$ cat src/rtl/rcs_pkg.sv
package rcs_pkg;

  typedef enum logic {
    OP_ADD = 1'b0,
    OP_SUB = 1'b1
  } rcs_op_e;

  // carry rule after the minuend has been conditioned by the mode bit:
  // generate when both are set, pass the incoming bit when they differ
  function automatic logic carry_rule(logic x, logic b, logic c);
    return (x & b) | (c & (x ^ b));
  endfunction

  function automatic logic bit_propagates(logic a, logic b, rcs_op_e op);
    return (op == OP_SUB) ? ~(a ^ b) : (a ^ b);
  endfunction

endpackage

$ cat src/rtl/rv_cswap.sv
module rv_cswap (
  input  logic a_i,
  input  logic b_i,
  input  logic c_i,
  output logic p_o,
  output logic q_o,
  output logic r_o
);
  assign p_o = a_i;
  assign q_o = (~a_i & b_i) ^ (a_i & c_i);
  assign r_o = (~a_i & c_i) ^ (a_i & b_i);

  always_comb begin
    assert_swap_parity_R5: assert ((p_o ^ q_o ^ r_o) == (a_i ^ b_i ^ c_i))
      else $error("swap gate parity broken");
    assert_swap_weight_R5: assert ($countones({p_o, q_o, r_o}) == $countones({a_i, b_i, c_i}))
      else $error("swap gate changed ones count");
  end
endmodule

$ cat src/rtl/rv_dfan.sv
module rv_dfan (
  input  logic a_i,
  input  logic b_i,
  input  logic c_i,
  output logic p_o,
  output logic q_o,
  output logic r_o
);
  assign p_o = a_i;
  assign q_o = a_i ^ b_i;
  assign r_o = a_i ^ c_i;

  always_comb begin
    assert_fan_parity_R6: assert ((p_o ^ q_o ^ r_o) == (a_i ^ b_i ^ c_i))
      else $error("fan-out gate parity broken");
  end
endmodule

$ cat src/rtl/rv_andxor.sv
module rv_andxor (
  input  logic a_i,
  input  logic b_i,
  input  logic c_i,
  input  logic d_i,
  output logic p_o,
  output logic q_o,
  output logic r_o,
  output logic s_o
);
  logic both;
  assign both = a_i & b_i;
  assign p_o  = a_i;
  assign q_o  = a_i ^ b_i;
  assign r_o  = both ^ c_i;
  assign s_o  = both ^ d_i;

  always_comb begin
    // with the control low the last two lines are untouched
    if (!a_i) begin
      assert_andxor_pass_R7: assert (r_o == c_i && s_o == d_i && q_o == b_i)
        else $error("and-xor gate disturbed lines with control low");
    end
    assert_andxor_twin_R7: assert ((r_o ^ s_o) == (c_i ^ d_i))
      else $error("and-xor gate twin outputs diverged");
  end
endmodule

$ cat src/rtl/rcs_cell.sv
module rcs_cell
  import rcs_pkg::*;
#(
  parameter  int CELL_JUNK = 5
) (
  input  logic                 a_i,
  input  logic                 b_i,
  input  logic                 c_i,
  input  logic                 m_i,
  output logic                 s_o,
  output logic                 c_o,
  output logic                 p_o,
  output logic [CELL_JUNK-1:0] junk_o
);
  // stage 1: condition the minuend by the mode, keep mode and its inverse
  logic m_pass, x_cond, m_inv;
  rv_dfan u_fan (
    .a_i(m_i), .b_i(a_i), .c_i(1'b1),
    .p_o(m_pass), .q_o(x_cond), .r_o(m_inv)
  );

  // stage 2: bit propagate and generate
  logic x_left, prop, gen, gen_dup;
  rv_andxor u_pg (
    .a_i(x_cond), .b_i(b_i), .c_i(1'b0), .d_i(1'b0),
    .p_o(x_left), .q_o(prop), .r_o(gen), .s_o(gen_dup)
  );

  // stage 3: carry/borrow out and the half-result
  logic prop_out, half, carry, pc_left;
  rv_andxor u_cy (
    .a_i(prop), .b_i(c_i), .c_i(gen), .d_i(1'b0),
    .p_o(prop_out), .q_o(half), .r_o(carry), .s_o(pc_left)
  );

  // stage 4: remove the mode bit from the half-result with a swap
  logic half_left, res, res_inv;
  rv_cswap u_fix (
    .a_i(half), .b_i(m_pass), .c_i(m_inv),
    .p_o(half_left), .q_o(res), .r_o(res_inv)
  );

  assign s_o    = res;
  assign c_o    = carry;
  assign p_o    = prop_out;
  assign junk_o = {res_inv, half_left, pc_left, gen_dup, x_left};

  always_comb begin
    if (p_o) begin
      assert_cell_pass_R4: assert (c_o == c_i)
        else $error("propagating cell did not pass carry");
    end
    assert_cell_sum_R1: assert (s_o == (a_i ^ b_i ^ c_i))
      else $error("cell result bit wrong");
    assert_cell_carry_R2: assert (c_o == carry_rule(a_i ^ m_i, b_i, c_i))
      else $error("cell carry/borrow wrong");
  end
endmodule

$ cat src/rtl/rcs_skip.sv
module rcs_skip #(
  parameter  int WIDTH   = 4,
  localparam int JUNK_W  = 2 * WIDTH + 1
) (
  input  logic [WIDTH-1:0]  prop_i,
  input  logic              cin_i,
  input  logic              rip_i,
  output logic              cout_o,
  output logic              bp_o,
  output logic [JUNK_W-1:0] junk_o
);
  logic [WIDTH:0] acc;
  assign acc[0] = 1'b1;

  for (genvar i = 0; i < WIDTH; i++) begin : g_and
    logic ctl_left, mix_left;
    rv_cswap u_and (
      .a_i(acc[i]), .b_i(prop_i[i]), .c_i(1'b0),
      .p_o(ctl_left), .q_o(mix_left), .r_o(acc[i+1])
    );
    assign junk_o[2*i]   = ctl_left;
    assign junk_o[2*i+1] = mix_left;
  end

  logic sel_left;
  rv_cswap u_mux (
    .a_i(acc[WIDTH]), .b_i(rip_i), .c_i(cin_i),
    .p_o(bp_o), .q_o(cout_o), .r_o(sel_left)
  );
  assign junk_o[JUNK_W-1] = sel_left;

  always_comb begin
    if (bp_o) begin
      assert_skip_bypass_R4: assert (cout_o == cin_i)
        else $error("skip path did not forward carry-in");
    end else begin
      assert_skip_ripple_R4: assert (cout_o == rip_i)
        else $error("ripple carry not selected");
    end
  end
endmodule

$ cat src/rtl/rcs_skip_adsub.sv
module rcs_skip_adsub #(
  parameter  int WIDTH     = 4,
  localparam int CELL_JUNK = 5,
  localparam int SKIP_JUNK = 2 * WIDTH + 1,
  localparam int JUNK_W    = CELL_JUNK * WIDTH + SKIP_JUNK
) (
  input  logic [WIDTH-1:0]  a_i,
  input  logic [WIDTH-1:0]  b_i,
  input  logic              cin_i,
  input  logic              sub_i,
  output logic [WIDTH-1:0]  res_o,
  output logic              cout_o,
  output logic              bprop_o,
  output logic [JUNK_W-1:0] junk_o
);
  import rcs_pkg::*;

  function automatic logic [WIDTH:0] ref_addsub(logic [WIDTH-1:0] a, logic [WIDTH-1:0] b,
                                                logic c, logic s);
    logic [WIDTH:0] w;
    if (!s) w = {1'b0, a} + {1'b0, b} + {{WIDTH{1'b0}}, c};
    else    w = {1'b0, a} - {1'b0, b} - {{WIDTH{1'b0}}, c};
    return w;
  endfunction

  logic [WIDTH:0]             chain;
  logic [WIDTH-1:0]           prop;
  logic [CELL_JUNK*WIDTH-1:0] cell_junk;
  logic [SKIP_JUNK-1:0]       skip_junk;
  logic                       ripple_cout;
  logic                       skip_taken;

  assign chain[0] = cin_i;

  for (genvar n = 0; n < WIDTH; n++) begin : g_cell
    rcs_cell #(.CELL_JUNK(CELL_JUNK)) u_cell (
      .a_i(a_i[n]), .b_i(b_i[n]), .c_i(chain[n]), .m_i(sub_i),
      .s_o(res_o[n]), .c_o(chain[n+1]), .p_o(prop[n]),
      .junk_o(cell_junk[n*CELL_JUNK +: CELL_JUNK])
    );
  end

  assign ripple_cout = chain[WIDTH];

  rcs_skip #(.WIDTH(WIDTH)) u_skip (
    .prop_i(prop), .cin_i(cin_i), .rip_i(ripple_cout),
    .cout_o(cout_o), .bp_o(bprop_o), .junk_o(skip_junk)
  );

  assign skip_taken = bprop_o;
  assign junk_o     = {skip_junk, cell_junk};

  always_comb begin
    assert_skip_match_R4: assert (cout_o == ripple_cout)
      else $error("skip output differs from ripple output");
    if (sub_i == OP_ADD) begin
      assert_add_result_R1: assert ({cout_o, res_o} == ref_addsub(a_i, b_i, cin_i, 1'b0))
        else $error("sum wrong");
    end else begin
      assert_sub_result_R2: assert ({cout_o, res_o} == ref_addsub(a_i, b_i, cin_i, 1'b1))
        else $error("difference wrong");
    end
    if (skip_taken) begin
      assert_bprop_bits_R3: assert (&prop)
        else $error("block propagate without all bit propagates");
    end
  end
endmodule

$ cat config.mk
export PLATFORM = sky130hd
export DESIGN_NAME = rcs_skip_adsub
export DESIGN_NICKNAME = d
export VERILOG_FILES = /design/src/rtl/rcs_pkg.sv /design/src/rtl/rv_cswap.sv /design/src/rtl/rv_dfan.sv /design/src/rtl/rv_andxor.sv /design/src/rtl/rcs_cell.sv /design/src/rtl/rcs_skip.sv /design/src/rtl/rcs_skip_adsub.sv
export SDC_FILE = /design/constraint.sdc
export NUM_CORES = 1
export LEC_CHECK = 0
export ABC_AREA = 0
export BUFFER_PORTS_ARGS = -buffer_cell sky130_fd_sc_hd__buf_2
export CAP_MARGIN = 20
export CELL_PAD_IN_SITES_DETAIL_PLACEMENT = 0
export CELL_PAD_IN_SITES_GLOBAL_PLACEMENT = 1
export CORE_MARGIN = 3
export CORE_UTILIZATION = 29
export DETAILED_ROUTE_END_ITERATION = 7
export GPL_ROUTABILITY_DRIVEN = 0
export MAX_ROUTING_LAYER = met4
export PLACE_DENSITY = 0.85
export SYNTH_ARGS = -nofsm -noshare
export SYNTH_HDL_FRONTEND = slang
export SYNTH_SLANG_ARGS = --single-unit
$ cat constraint.sdc
create_clock -name vclk -period 2.9
set_input_delay 0 -clock vclk [all_inputs]
set_output_delay 0 -clock vclk [all_outputs]
set_load 0.005 [all_outputs]
==> results by group <==
Cells and area
  • FILL cells: 225
  • Most frequent cells in the layout: buf_2, inv_1, ha_1
  • P&R area growth vs syn: -1.597%
  • Layout clock buffers: 0
  • # diodes: 0
  • Post-route cell area: 616.8 um2
  • Area of the multi-input gates: 315.3 um2
  • Storage cell area: 0 um2
  • Most common cell after layout, fill and taps aside: buf_2
  • Post-layout util: 30.81%
  • Final net count: 111
  • Seq_cells: 0
  • Fraction of layout instances using a drive strength above 1: 49.43%
  • Cell Count, Final, Fillers Out: 114

Synthesis
  • Register area share after synthesis: 0%
  • Synth area leaders: buf_4, ha_1, fa_1
  • Xor-xnor portion of the synthesized cell area: 11.18%
  • Synth Cell Area: 626.9 um2
  • Synth cell types: 13
  • Simple-gate share of the synthesized area: 5.988%
  • Largest family of logic cells by synthesized area: buffers and inverters
  • Area share of the largest cell type after synthesis: 39.52%
  • Synth Net Count: 100
  • Compound-Gate Fraction of Synth Area: 0%
  • Synth Area per Inst: 8.037 um2
  • Mux share of post-synthesis cell area: 3.194%
  • Cells after Synth: 78
  • YS warnings: 0
  • Top cell type by total area after synthesis: buf_4
  • Adder-cell share of the synthesized area: 28.74%

Routing
  • Via-per-instance ratio: 3.702
  • Iter 0 DRT Violations: 3
  • DRC Markers: 0
  • Post-route ant nets: 0
  • First-pass DRT Iterations: 2
  • Via count: 422
  • WL/cell: 9.509 um
  • Post-Route WL: 1084 um

GRT
  • Pin count of the biggest net entering global routing: 9
  • Initial antenna violation count: 0
  • Gr usage total: 7.776%
  • Vias in the first global route: 352
  • First-pass GRT wire length: 1628 um
  • GRT overflow: 0

Floorplanning
  • IO Pins: 45
  • DIE AREA: 0.002755 mm2
  • Floorplan core area: 0.002002 mm2
  • Row count: 16
  • DIE HEIGHT: 52.49 um
  • Die width: 52.49 um
  • Starting Density: 31.31%

Setup path
  • Critical Path AT: 2.39 ns
  • CP required: 2.90 ns
  • Crit path launch type: input pin
  • CP Max Fanout: 8
  • CP Capture Type: output port
  • Critical path class: in2out

Status
  • Status: completed

Placement
  • IO buf count: 43
  • Cell Area, Placed: 616.8 um2
  • Total placed cells including tap cells: 114
  • Dpl hpwl: 992.3 um

Timing
  • Final hold vios: 0
  • Maximum clock rate: 419.2 MHz
  • # setup viols final: 0
  • Setup TNS: 0 ns
  • Final period util: 82.25%
  • Unrepaired setup endpoints after global routing: no
  • Slew Viols, Final: 0
  • Hold slack: 0.2977 ns
  • Tmin final: 2.385 ns

Run
  • Number of max-cap violations: 0

Clocking
  • Hold_buf cts: 0
  • Post-CTS sizing: 0
  • Post-CTS setup buffer count: 0

Pwr
  • Pleak: 0.4254 nW
  • Power Dens Cells: 323.7 mW/mm2
  • Worst ir drop on vdd: 81.79 uV

Hold path
  • Min-Delay Path Class: in2out
==> layout make-up <==
type / instances / area share, %
inverter: 14 / 8.519
tap: 27 / 5.477
multi-input combinational: 30 / 51.12
timing repair buffer: 43 / 34.89
==> power by group <==
part | switching [W] | internal [W] | total [W] | leakage, nW
Clock | 0 | 0 | 0 | 0
Combinational | 0.0000990 | 0.000101 | 0.000200 | 0.425
Sequential | 0 | 0 | 0 | 0
Total | 0.0000990 | 0.000101 | 0.000200 | 0.425
==> cell families (layout without fill, tap and decap cells) <==
family / Yosys count / in the layout
XOR/XNOR: 8 / 8
adder cells (fa/ha/maj): 12 / 12
buffers and inverters: 48 / 57
multiplexers: 2 / 2
other: 2 / 2
AND/OR/NAND/NOR: 6 / 6
==> metal layers <==
metal	part of all wire [%]	GRT usage, %	vias up
li1	-	-	211
met3	16	0.5698	0
met5	0	-	-
met4	0	0	0
met2	42	13.22	32
met1	42	10.70	179
==> worst max-delay path, cell delays in order <==
cell and delay [ns]:
buf_2 0.17, xor2_1 0.21, inv_1 0.08, fa_1 0.15, inv_1 0.06, fa_1 0.41
fa_1 0.42, inv_1 0.09, fa_1 0.43, xor2_1 0.18, inv_1 0.05, buf_2 0.12
==> final timing paths <==
kind	to	depth (start not counted)	start	slack, ns
worst max-delay path	res_o[3]	12	sub_i	0.51
worst min-delay path	junk_o[15]	3	a_i[3]	0.30
==> Yosys cell counts <==
cell type and count:
and2_1 1, and3_1 1, buf_4 33, buf_6 1
conb_1 2, fa_1 4, ha_1 8, inv_1 14
mux2i_1 2, nand4_1 1, nor2b_1 3, xnor2_1 1
xor2_1 7
==> stage by stage <==
stage	setup WS [ns]	total power (W)
finish	0.5146	0.0001997
global route	0.3039	0.0002313
CTS	0.4742	0.0002064
detailed placement	0.4832	0.0002052
global placement	0.5351	0.0002007
floorplan	0.7065	0.0002151
No activity file was read; power rests on OpenSTA's default activity.
